[src/rtl/spi_fetch_pkg.sv]
package spi_fetch_pkg;
  localparam logic [7:0] SYNC_BYTE = 8'h5A;
  localparam logic [7:0] TYPE_BYTE = 8'hA4;

  typedef enum logic [3:0] {
    S_IDLE, S_HUNT, S_TYPE, S_LEN0, S_LEN1, S_PAY, S_OUT, S_CRC0, S_CRC1
  } fetch_state_t;

  // One byte of CRC-16, polynomial 0x1021, MSB first
  function automatic logic [15:0] crc16_step(input logic [15:0] c, input logic [7:0] d);
    logic [15:0] x;
    x = c ^ {d, 8'h00};
    for (int i = 0; i < 8; i++) x = x[15] ? ((x << 1) ^ 16'h1021) : (x << 1);
    return x;
  endfunction
endpackage

[src/rtl/spi_mode3_shifter.sv]
module spi_mode3_shifter #(
  parameter int CLK_DIV = 4
) (
  input  logic       clk,
  input  logic       rst,
  input  logic       go,
  input  logic       miso,
  output logic       sclk,
  output logic       idle,
  output logic       rx_done,
  output logic [7:0] rx_byte
);
  localparam int DW = (CLK_DIV > 1) ? $clog2(CLK_DIV) : 1;

  logic          active;
  logic [DW-1:0] div_cnt;
  logic [2:0]    bit_cnt;
  logic [7:0]    shreg;

  assign idle = !active;

  always_ff @(posedge clk) begin
    if (rst) begin
      active  <= 1'b0;
      div_cnt <= '0;
      bit_cnt <= '0;
      sclk    <= 1'b1;
      shreg   <= '0;
      rx_done <= 1'b0;
      rx_byte <= '0;
    end else begin
      rx_done <= 1'b0;
      if (!active) begin
        if (go) begin
          active  <= 1'b1;
          div_cnt <= '0;
          bit_cnt <= '0;
        end
      end else if (div_cnt == DW'(CLK_DIV - 1)) begin
        div_cnt <= '0;
        if (sclk) begin
          sclk <= 1'b0;
        end else begin
          sclk  <= 1'b1;
          shreg <= {shreg[6:0], miso};
          if (bit_cnt == 3'd7) begin
            active  <= 1'b0;
            rx_done <= 1'b1;
            rx_byte <= {shreg[6:0], miso};
          end else begin
            bit_cnt <= bit_cnt + 3'd1;
          end
        end
      end else begin
        div_cnt <= div_cnt + DW'(1);
      end
    end
  end

  // the shift engine is never left with SCLK low while idle
  p_sclk_high_idle_r1: assert property (@(posedge clk) disable iff (rst)
    !active |-> sclk);
  // a byte completes only on a rising SCLK edge
  p_done_on_rise_r1: assert property (@(posedge clk) disable iff (rst)
    rx_done |-> (sclk && $rose(sclk)));
endmodule

[src/rtl/spi_fetch_crc.sv]
module spi_fetch_crc import spi_fetch_pkg::*; (
  input  logic        clk,
  input  logic        rst,
  input  logic        clr,
  input  logic        en,
  input  logic [7:0]  din,
  output logic [15:0] crc
);
  always_ff @(posedge clk) begin
    if (rst || clr) crc <= 16'h0000;
    else if (en)    crc <= crc16_step(crc, din);
  end
endmodule

[src/rtl/spi_resp_fetcher.sv]
module spi_resp_fetcher import spi_fetch_pkg::*; #(
  parameter int CLK_DIV   = 4,
  parameter int MAX_LEN   = 64,
  parameter int MAX_RETRY = 32
) (
  input  logic       clk,
  input  logic       rst,
  input  logic       start,
  output logic       busy,
  output logic       done,
  output logic       timeout,
  output logic       frame_err,
  output logic       crc_err,
  output logic       sclk,
  output logic       cs_n,
  output logic       mosi,
  input  logic       miso,
  output logic [7:0] pl_data,
  output logic       pl_valid,
  input  logic       pl_ready
);
  localparam int RW = $clog2(MAX_RETRY + 1);

  fetch_state_t  st;
  logic [RW-1:0] retry;
  logic [15:0]   eff_len, pay_cnt, raw_len, crc_val;
  logic [7:0]    len_lo, crc_lo, rx_byte;
  logic          rx_done, sh_idle, go, reading, crc_clr, crc_en;

  assign mosi    = 1'b0;
  assign reading = (st == S_HUNT) || (st == S_TYPE) || (st == S_LEN0) || (st == S_LEN1) ||
                   (st == S_PAY)  || (st == S_CRC0) || (st == S_CRC1);
  assign go      = reading && sh_idle && !rx_done;
  assign raw_len = {rx_byte, len_lo};
  assign crc_clr = (st == S_IDLE) && start;
  assign crc_en  = rx_done && (((st == S_HUNT) && (rx_byte == SYNC_BYTE)) || (st == S_TYPE) ||
                               (st == S_LEN0) || (st == S_LEN1) || (st == S_PAY));

  spi_mode3_shifter #(.CLK_DIV(CLK_DIV)) u_shift (
    .clk(clk), .rst(rst), .go(go), .miso(miso), .sclk(sclk),
    .idle(sh_idle), .rx_done(rx_done), .rx_byte(rx_byte)
  );

  spi_fetch_crc u_crc (
    .clk(clk), .rst(rst), .clr(crc_clr), .en(crc_en), .din(rx_byte), .crc(crc_val)
  );

  always_ff @(posedge clk) begin
    if (rst) begin
      st        <= S_IDLE;
      busy      <= 1'b0;
      cs_n      <= 1'b1;
      done      <= 1'b0;
      timeout   <= 1'b0;
      frame_err <= 1'b0;
      crc_err   <= 1'b0;
      retry     <= '0;
      eff_len   <= '0;
      pay_cnt   <= '0;
      len_lo    <= '0;
      crc_lo    <= '0;
      pl_data   <= '0;
      pl_valid  <= 1'b0;
    end else begin
      done      <= 1'b0;
      timeout   <= 1'b0;
      frame_err <= 1'b0;
      case (st)
        S_IDLE: if (start) begin
          st      <= S_HUNT;
          busy    <= 1'b1;
          cs_n    <= 1'b0;
          retry   <= '0;
          crc_err <= 1'b0;
        end
        S_HUNT: if (rx_done) begin
          if (rx_byte == SYNC_BYTE) begin
            st <= S_TYPE;
          end else if (retry == RW'(MAX_RETRY - 1)) begin
            st <= S_IDLE; busy <= 1'b0; cs_n <= 1'b1; timeout <= 1'b1;
          end else begin
            retry <= retry + RW'(1);
          end
        end
        S_TYPE: if (rx_done) begin
          if (rx_byte == TYPE_BYTE) st <= S_LEN0;
          else begin
            st <= S_IDLE; busy <= 1'b0; cs_n <= 1'b1; frame_err <= 1'b1;
          end
        end
        S_LEN0: if (rx_done) begin
          len_lo <= rx_byte;
          st     <= S_LEN1;
        end
        S_LEN1: if (rx_done) begin
          eff_len <= (raw_len > 16'(MAX_LEN)) ? 16'(MAX_LEN) : raw_len;
          pay_cnt <= '0;
          st      <= (raw_len == 16'd0) ? S_CRC0 : S_PAY;
        end
        S_PAY: if (rx_done) begin
          pl_data  <= rx_byte;
          pl_valid <= 1'b1;
          st       <= S_OUT;
        end
        S_OUT: if (pl_ready) begin
          pl_valid <= 1'b0;
          pay_cnt  <= pay_cnt + 16'd1;
          st       <= (16'(pay_cnt + 16'd1) == eff_len) ? S_CRC0 : S_PAY;
        end
        S_CRC0: if (rx_done) begin
          crc_lo <= rx_byte;
          st     <= S_CRC1;
        end
        S_CRC1: if (rx_done) begin
          crc_err <= (crc_val != {rx_byte, crc_lo});
          done    <= 1'b1;
          busy    <= 1'b0;
          cs_n    <= 1'b1;
          st      <= S_IDLE;
        end
        default: st <= S_IDLE;
      endcase
    end
  end

  // bus idles with SCLK high whenever the target is deselected
  p_sclk_idle_r1: assert property (@(posedge clk) disable iff (rst) cs_n |-> sclk);
  // chip select tracks busy for the whole fetch
  p_cs_busy_r2: assert property (@(posedge clk) disable iff (rst) busy |-> !cs_n);
  // retry count stays inside the budget
  p_retry_bound_r3: assert property (@(posedge clk) disable iff (rst) retry < RW'(MAX_RETRY));
  // the delivered count never passes the clamped length
  p_len_clamp_r5: assert property (@(posedge clk) disable iff (rst)
    (eff_len <= 16'(MAX_LEN)) && (pay_cnt <= eff_len));
  // an offered byte is held until taken
  p_valid_hold_r6: assert property (@(posedge clk) disable iff (rst)
    (pl_valid && !pl_ready) |=> (pl_valid && $stable(pl_data)));
  // no SPI traffic while a payload byte waits
  p_no_shift_wait_r6: assert property (@(posedge clk) disable iff (rst)
    pl_valid |-> sh_idle);
  // at most one result per cycle, and a result ends the fetch
  p_one_result_r9: assert property (@(posedge clk) disable iff (rst)
    $onehot0({done, timeout, frame_err}));
  p_result_idle_r9: assert property (@(posedge clk) disable iff (rst)
    (done || timeout || frame_err) |-> (!busy && cs_n));
endmodule

[config.mk]
export PLATFORM = sky130hd
export DESIGN_NAME = spi_resp_fetcher
export DESIGN_NICKNAME = d
export VERILOG_FILES = /design/src/rtl/spi_fetch_pkg.sv /design/src/rtl/spi_mode3_shifter.sv /design/src/rtl/spi_fetch_crc.sv /design/src/rtl/spi_resp_fetcher.sv
export SDC_FILE = /design/constraint.sdc
export NUM_CORES = 1
export LEC_CHECK = 0
export BUFFER_PORTS_ARGS = -buffer_cell sky130_fd_sc_hd__buf_2
export CAP_MARGIN = 20
export CORE_ASPECT_RATIO = 0.7
export CORE_MARGIN = 2
export CORE_UTILIZATION = 40
export DETAILED_ROUTE_END_ITERATION = 8
export GPL_TIMING_DRIVEN = 0
export PLACE_DENSITY_LB_ADDON = 0.08
export SLEW_MARGIN = 20
export SYNTH_ARGS = -nofsm -noshare
export SYNTH_HDL_FRONTEND = slang
export SYNTH_SLANG_ARGS = --single-unit
[constraint.sdc]
create_clock -name clk -period 3.3 [get_ports clk]
set_input_delay 0.66 -clock clk [delete_from_list [all_inputs] [get_ports clk]]
set_output_delay 0.66 -clock clk [all_outputs]
set_load 0.02 [all_outputs]
# Word level (Yosys, flattened, before mapping)
# Cells that the tools add are included.
# totals
elab_cells	189
in_bits	5
out_inout_bits	17
register_bits	112
# classes
bitwise	16
n_eq_ne	32
n_addsub	4
magnitude_cmp	1
n_reduce_logical	44
mux	70
# ops
operator	count
2-to-1 mux 13 bit	8
2-to-1 mux 16 bit	3
2-to-1 mux 4 bit	11
case mux 4 bit (9 select lines)	1
case mux 16 bit (2 select lines)	1
2-to-1 mux 1 bit	26
2-to-1 mux 6 bit	4
inverter 3 bit	8
adder 16 x 1 -> 16 bit, second input constant	1
equality test 16 bit	1
equality test 4 x 3 -> 1 bit, second input constant	4
> comparator 16 x 7 -> 1 bit, second input constant	1
zero test 16 bit	1
!= test 16 bit	1
!= test 2 x 1 -> 1 bit, second input constant	8
!= test 2 bit, second input constant	8
XOR 16 bit	1
2-to-1 mux 3 bit	5
2-to-1 mux 2 bit	6
case mux 6 bit (2 select lines)	1
AND reduction 3 bit	4
logical OR 1 bit	11
AND reduction 10 bit	1
AND reduction 2 bit	5
26 further kinds	46

# Depth between registers and ports, before layout
# Gate-level depths: netlist of the first run.
# logic_depth
ltp_word	17
ltp_mapped	8
ltp_nobuf	7

# Cells and area by module
# From an unflattened synthesis of the first run, not the netlist that was laid out.
# unflattened
cells_unflattened	631
area_unflattened_um2	5646.7
# modules_own_cells
module	area_each_um2	instances	cells_each
spi_resp_fetcher	3804.9	1	449
spi_fetch_crc	957.2	1	80
spi_mode3_shifter	884.6	1	102

# Least setup slack after synthesis of the first run
# Ideal clock, no wire load.
# synth_path
kind	register to register
startpoint	register u_shift.rx_byte[7]
endpoint	register st[1]
path_buffers	0
arrival_time_ns	1.781
path_slack_ns	1.388
period_less_slack_ns	1.912
path_stages_with_launch	7
path_cell_list	dfxtp_1 or3_4 nor3_1 nor3b_1 or3_4 o311ai_1 o31ai_1
# synth_between
elab_chain_cells	4
elab_cells_between_ends	12
classes_between	eq/ne: 3; mux: 7; reduce/logical: 2
# synth_lines
item	line	source
start: declaration	spi_mode3_shifter.sv:11	output logic [7:0] rx_byte
start signal: assignment	spi_mode3_shifter.sv:49	rx_byte <= {shreg[6:0], miso};
zero test 16 bit, or another cell as far along	spi_resp_fetcher.sv:98	st <= (raw_len == 16'd0) ? S_CRC0 : S_PAY;
2-to-1 mux 2 bit, or another cell as far along	spi_resp_fetcher.sv:98	
2-to-1 mux 4 bit, on equally long branches	spi_resp_fetcher.sv:95, spi_resp_fetcher.sv:76, spi_resp_fetcher.sv:85	
case mux 4 bit (9 select lines)	spi_resp_fetcher.sv:68	case (st)
end signal: assignment	spi_resp_fetcher.sv:98	
end signal: assignment	spi_resp_fetcher.sv:108	st <= (16'(pay_cnt + 16'd1) == eff_len) ? S_CRC0 : S_PAY;
end: declaration	spi_resp_fetcher.sv:24	fetch_state_t st;
# Parallel ways exist; a longest one is shown, timed or not. The select of a mux whose other input is x is not followed.
# A chain may end at the register's enable or synchronous reset.

# Final worst setup path of the first run
# layout_path
startpoint	register st[3]
endpoint	register pay_cnt[12]
# layout_between
elab_chain_cells	3
elab_cells_between_ends	7
classes_between	eq/ne: 4; mux: 1; reduce/logical: 2
# layout_lines
item	line	source
equality test 4 x 3 -> 1 bit	spi_resp_fetcher.sv:68	
!= test 2 x 1 -> 1 bit (no line), or another cell as far along	--	
AND reduction 3 bit (no line)	--	
end signal: assignment	spi_resp_fetcher.sv:107	pay_cnt <= pay_cnt + 16'd1;
end: declaration	spi_resp_fetcher.sv:26	logic [15:0] eff_len, pay_cnt, raw_len, crc_val;
# Parallel ways exist; a longest one is shown, timed or not.

==> results of run 1 <==
==> final cells by class <==
class / instances / area (µm²)
buffer: 34 / 163
clock buffer: 11 / 233
clock inverter: 5 / 48.8
fill: 1309 / 7160
inverter: 11 / 41.3
multi-input combinational: 486 / 2970
sequential: 112 / 2240
tap: 185 / 231
timing repair buffer: 19 / 95.1
==> kinds of logic after synthesis <==
| logic type | after synthesis |
|---|---|
| AND/OR/NAND/NOR | 275 |
| other | 1 |
| AO/OA/AOI/OAI | 114 |
| adder cells (fa/ha/maj) | 5 |
| flip-flops | 112 |
| XOR/XNOR | 62 |
| multiplexers | 29 |
| buffers and inverters | 45 |
==> sequential cells by signal, indices dropped and copies added (netlist names), 2 cells and up <==
| signal | count |
|---|---|
| eff_len | 16 |
| pay_cnt | 16 |
| u_crc.crc | 16 |
| crc_lo | 8 |
| len_lo | 8 |
| pl_data | 8 |
| u_shift.rx_byte | 8 |
| u_shift.shreg | 7 |
| retry | 6 |
| st | 4 |
| u_shift.bit_cnt | 3 |
| u_shift.div_cnt | 2 |
==> worst register-to-register path, delay by kind of cell, from the launching register on <==
| kind | cells | cell delay, ns |
|---|---|---|
| AND/OR/NAND/NOR | 3 | 1.12 |
| buffers and inverters | 2 | 0.63 |
| AO/OA/AOI/OAI | 2 | 0.36 |
| flip-flops | 1 | 0.34 |
==> report_power, final <==
group | internal, mW | switching (mW)
clock | 0.531 | 0.524
sequential | 1.39 | 0.0218
combinational | 0.219 | 0.412
total | 2.14 | 0.958
==> layer usage <==
| layer | wire length (µm) | GRT usage, % |
|---|---|---|
| met2 | 5600 | 28.2 |
| met5 | 0 | 0 |
| met3 | 754 | 3.36 |
| met4 | 112 | 4.27 |
| met1 | 7690 | 32.0 |
==> through the flow <==
stage | worst slack (ns) | area [µm²]
after floorplan | 1.39 | 5410
after global placement | 0.829 | 5740
after detailed placement | 0.786 | 5740
after CTS | 0.780 | 6020
after global routing | 0.518 | 6020
final | 0.708 | 6020
==> cell usage in the layout, fill, tap and decap left out, types with 5 or more instances in the layout <==
cell         n
nor3b_1      5
a21oi_1     48
and3_1      18
nor3_1       8
a22oi_1     11
mux2i_1     29
xnor2_1     34
clkbuf_1    23
nor2b_1      8
nand3_1     18
inv_1       11
nor4_1      10
buf_2       26
a211oi_1     7
or3_1       11
clkbuf_16    9
o21ai_0     22
nor2_1     102
xor2_1      28
dfxtp_1    112
nand4_1      6
ha_1         5
nand2_1     63
==> how the worst min path moves through the flow <==
stage | endpoint | slack [ns] | cells after the start
global placement | cs_n$_SDFFE_PP1P_ | 0.43 | 1
global route | cs_n$_SDFFE_PP1P_ | 0.47 | 1
CTS | cs_n$_SDFFE_PP1P_ | 0.46 | 1
finish | cs_n$_SDFFE_PP1P_ | 0.45 | 1
floorplan | u_shift.rx_byte[7]$_SDFFE_PP0P_ | 0.43 | 2
detailed placement | cs_n$_SDFFE_PP1P_ | 0.44 | 1
==> flow_metrics.tcl, run 1 <==
set metrics [dict create \
    areaGrowthSynthToFinish_pct 11.2 \
    rsz0062_at_grt "no" \
    drtIter0Drc 343 \
    crit_end "pay_cnt[12]$_SDFFE_PP0P_" \
    synth_edf_count 0 \
    powerDensity_nw_per_um2 515 \
    synth.largest_area_cell "dfxtp_1" \
    synthTopCellsByCount "112 x dfxtp_1, 102 x nor2_1, 63 x nand2_1" \
    initial_core_util_pct 41.1 \
    pin_count 22 \
    fin_crit_ns 2.59 \
    end_kind "flip-flop" \
    avgViaCountPerCell 5.38 \
    final_antenna_net_count 0 \
    cp-start-kind "flip-flop" \
    netlist_area_um2 5410 \
    crit_family "simple AND/OR/NAND/NOR gates" \
    fp-row-count 35 \
    crit_chain "buf_2 > nor2_1 > and4_1 > clkbuf_1 > nor2_1 > o21ai_0 > a21oi_1" \
    ys_warn_count 0 \
    antenna_found_initial 0 \
    synthCells 643 \
    cts.sink_count 112 \
    die_area_um2 14500 \
    rrSetupSlack_ns 0.71 \
    worstMarginPinSlew_ns 0.986 \
    core_um2 13200 \
    gp_congestion 0.950 \
    timing.rr.end "pay_cnt[12]$_SDFFE_PP0P_" \
    crit_path_max_incr_delay_ns 0.52 \
    ir_worst_vdd_v 0.000302 \
    wl_per_cell_um 16.4 \
    dr.pass1.iters 5 \
    r2r-start "st[3]$_SDFFE_PP0P_" \
    finalNetCount 683 \
    drv_slew 0 \
    cap_viol_max_count 0 \
    grt_pass1_vias 4143 \
    worstSetupStartpoint "st[3]$_SDFFE_PP0P_" \
    p_leak_nw 2.19 \
    slowest_stage "nor2_1" \
    crit_path_max_fanout 10 \
    synth_flop_cell "dfxtp_1" \
    synth-async-reset-ratio_pct 0 \
    yosysUniqueCellTypes 58 \
    synth_top_cells_by_area "dfxtp_1 41%, nor2_1 7.1%, xnor2_1 5.5%, mux2i_1 5.4%, xor2_1 4.5%" \
    synth_nets 653 \
    setup_violations 0 \
    status "complete, no violations" \
    antenna_cells 0 \
    die_height_um 101 \
    syn_area_per_cell_um2 8.42 \
    finalHoldViolations 0 \
    dp.cells 847 \
    clk_latency_ns 0.34 \
    power.total_mw 3.10 \
    drive_above_1_share_pct 9.29 \
    cp.required_ns 3.49 \
    min_from "cs_n$_SDFFE_PP1P_" \
    synthMuxAreaShare_pct 5.36 \
    finClkSkew_ns 0.00730 \
    holdWs_ns 0.449 \
    cts-buffers-inserted 9 \
    routed_wl_mm 14.2 \
    worstSetupPathType "flip-flop to flip-flop" \
    cts_setup_buffers 0 \
    synth_simple_gate_area_share_pct 25.0 \
    synth_xor_area_share_pct 10.0 \
    worst-r2r-cell-count 7 \
    cp.depth 7 \
    die_width_um 143 \
    gr-total-overflow 0 \
    path_clk_slew_ns 0.07 \
    synth_top_family_by_area "simple AND/OR/NAND/NOR gates" \
    drc_errors 0 \
    slew_headroom_pct 34.0 \
    synth-compound-area-share_pct 13.2 \
    path_buf_inv 2 \
    fin_cells 863 \
    postCtsHoldBufs 0 \
    synthAdderAreaFrac_pct 1.16 \
    ys_seq_area_share_pct 41.4 \
    crit_top_cell "nor2_1" \
    fin_util_pct 45.7 \
    tns_ns 0 \
    grt_usage_pct 20.2 \
    vias 4640 \
    cts.htree.levels 3 \
    root_buffer "clkbuf_16" \
    cts.path.max_buffers 2 \
    fin_crit_sh_pct 78.6 \
    yosysTopAreaCellShare_pct 41.4 \
    grt_first_pass_wirelength_mm 22.6 \
    cts_tree "done" \
    port-buffer-count 19 \
    hold_class "flip-flop to flip-flop" \
    arrival_ns 2.78 \
    dp_hpwl_mm 10.2 \
    fmax_ghz 0.386 \
    synth_seq_cells 112 \
    yosysMostFrequentCell "dfxtp_1" \
    grt_max_degree 20 \
    cts_resized 0 \
]
Note: power is estimated with default switching activity, not from simulation.
==> run 2: changes to the inputs <==
==> constraint.sdc (replaced) <==
create_clock -name clk -period 2.5 [get_ports clk]
set_input_delay 0.5 -clock clk [delete_from_list [all_inputs] [get_ports clk]]
set_output_delay 0.5 -clock clk [all_outputs]
set_load 0.02 [all_outputs]
==> flow_metrics.tcl, run 2 (synthesized netlist as in run 1, its figures left out) <==
set metrics [dict create \
    postLayoutSetupSlackWorst_ns 0.128 \
    fin_cells 862 \
    clk_latency_ns 0.35 \
    tns_ns 0 \
    grt_first_pass_wirelength_mm 22.6 \
    gp_congestion 0.950 \
    antenna_cells 0 \
    crit_path_max_incr_delay_ns 0.48 \
    cts_tree "done" \
    die_width_um 143 \
    cts.htree.levels 3 \
    die_area_um2 14500 \
    cts.path.max_buffers 2 \
    fin_crit_sh_pct 94.9 \
    routed_wl_mm 14.1 \
    post-place-ws_ns -0.0138 \
    grt_max_degree 20 \
    path_clk_slew_ns 0.08 \
    dp_hpwl_mm 10.2 \
    worstSetupStartpoint "u_shift.rx_byte[2]$_SDFFE_PP0P_" \
    final_antenna_net_count 0 \
    crit_end "st[1]$_SDFFE_PP0P_" \
    postCtsHoldBufs 0 \
    p_leak_nw 2.19 \
    setup_violations 0 \
    busiest_layer "met1" \
    arrival_ns 2.59 \
    worstMarginPinSlew_ns 0.988 \
    rrSetupSlack_ns 0.13 \
    grt_use_met2_pct 28.2 \
    cts.sink_count 112 \
    areaGrowthSynthToFinish_pct 11.4 \
    root_buffer "clkbuf_16" \
    use_met3_pct 3.36 \
    vias 4614 \
    initial_core_util_pct 41.1 \
    grt_pass1_vias 4149 \
    fmax_ghz 0.422 \
    cts_setup_buffers 0 \
    cap_viol_max_count 0 \
    drive_above_1_share_pct 9.75 \
    crit_chain "or3_4 > nor3_1 > nor3b_1 > or3_4 > o311ai_1 > o31ai_1" \
    crit_top_cell "or3_4" \
    end_kind "flip-flop" \
    worst-r2r-cell-count 6 \
    fp-row-count 35 \
    finalNetCount 682 \
    status "complete, no violations" \
    dp.cells 847 \
    ir_worst_vdd_v 0.000402 \
    core_um2 13200 \
    avgViaCountPerCell 5.35 \
    pin_count 22 \
    holdWs_ns 0.400 \
    die_height_um 101 \
    antenna_found_initial 0 \
    finClkSkew_ns 0.00675 \
    slew_headroom_pct 33.9 \
    grt_usage_pct 20.2 \
    drc_errors 0 \
    timing.rr.end "st[1]$_SDFFE_PP0P_" \
    r2r-start "u_shift.rx_byte[2]$_SDFFE_PP0P_" \
    top_regs "eff_len (16), pay_cnt (16), u_crc.crc (16)" \
    slowest_stage "or3_4" \
    layout_common_cells "112 x dfxtp_1, 100 x nor2_1, 63 x nand2_1" \
    port-buffer-count 19 \
    drtIter0Drc 342 \
    stdcell_area_um2 6030 \
    hold_class "input pin to flip-flop" \
    gr-usage-met1_pct 32.0 \
    powerDensity_nw_per_um2 679 \
    final_common_cell "dfxtp_1" \
    dr.pass1.iters 7 \
    crit_path_max_fanout 7 \
    worstSetupPathType "flip-flop to flip-flop" \
    drv_slew 0 \
    gr-total-overflow 0 \
    rsz0062_at_grt "no" \
    cp.required_ns 2.72 \
    wl_per_cell_um 16.4 \
    cp-start-kind "flip-flop" \
    placed_area_um2 5740 \
    cts-buffers-inserted 9 \
    finalHoldViolations 0 \
    fin_crit_ns 2.37 \
]
==> run 2: power by group <==
part	total (mW)	leakage [nW]	internal [mW]	switching [mW]
logic	0.837	1.15	0.290	0.547
clock network	1.39	0.138	0.700	0.690
registers	1.86	0.903	1.84	0.0283
total	4.09	2.19	2.83	1.26
==> run 2: worst max-delay path: cells and delay by family, from the launching register on <==
kind             cells  cell delay (ns)
AND/OR/NAND/NOR      4             1.31
flip-flops           1             0.47
AO/OA/AOI/OAI        2             0.47
==> run 2: worst min path at each step <==
stage	slack [ns]	cells after the start	endpoint	from
after CTS	0.40	3	u_shift.shreg[0]$_SDFFE_PP0P_	miso
after floorplan	0.43	2	u_shift.rx_byte[7]$_SDFFE_PP0P_	u_shift.shreg[6]$_SDFFE_PP0P_
after global routing	0.42	3	u_shift.rx_byte[0]$_SDFFE_PP0P_	miso
after global placement	0.43	1	cs_n$_SDFFE_PP1P_	cs_n$_SDFFE_PP1P_
final	0.40	3	u_shift.shreg[0]$_SDFFE_PP0P_	miso
after detailed placement	0.44	1	cs_n$_SDFFE_PP1P_	cs_n$_SDFFE_PP1P_
==> run 2: final cells by class <==
cell class | count | area [µm²]
Buffer | 33 | 159
Fill cell | 1309 | 7150
Clock buffer | 11 | 233
Timing Repair Buffer | 19 | 95.1
Clock inverter | 5 | 48.8
Inverter | 11 | 41.3
Multi-Input combinational cell | 486 | 2980
Sequential cell | 112 | 2240
Tap cell | 185 | 231
==> run 2: routing by layer <==
metal	share of wire [%]	wire length, µm
met5	0	0
met4	0.78	110
met3	5.2	734
met2	40	5630
met1	54	7630
==> run 2: through the flow <==
| step | util [%] | power (mW) |
|---|---|---|
| 5_1_grt | 45.7 | 4.30 |
| 6_report | 45.7 | 4.09 |
| 3_3_place_gp | 43.5 | 2.71 |
| 3_5_place_dp | 43.5 | 2.73 |
| 4_1_cts | 45.7 | 4.12 |
| 2_1_floorplan | - | 2.52 |
==> run 2: timing repair <==
item                       CTS  global route
gates resized for setup      1             2
hold endpoints to repair     0             0
pin swaps                    0             0
setup endpoints to repair    1             2
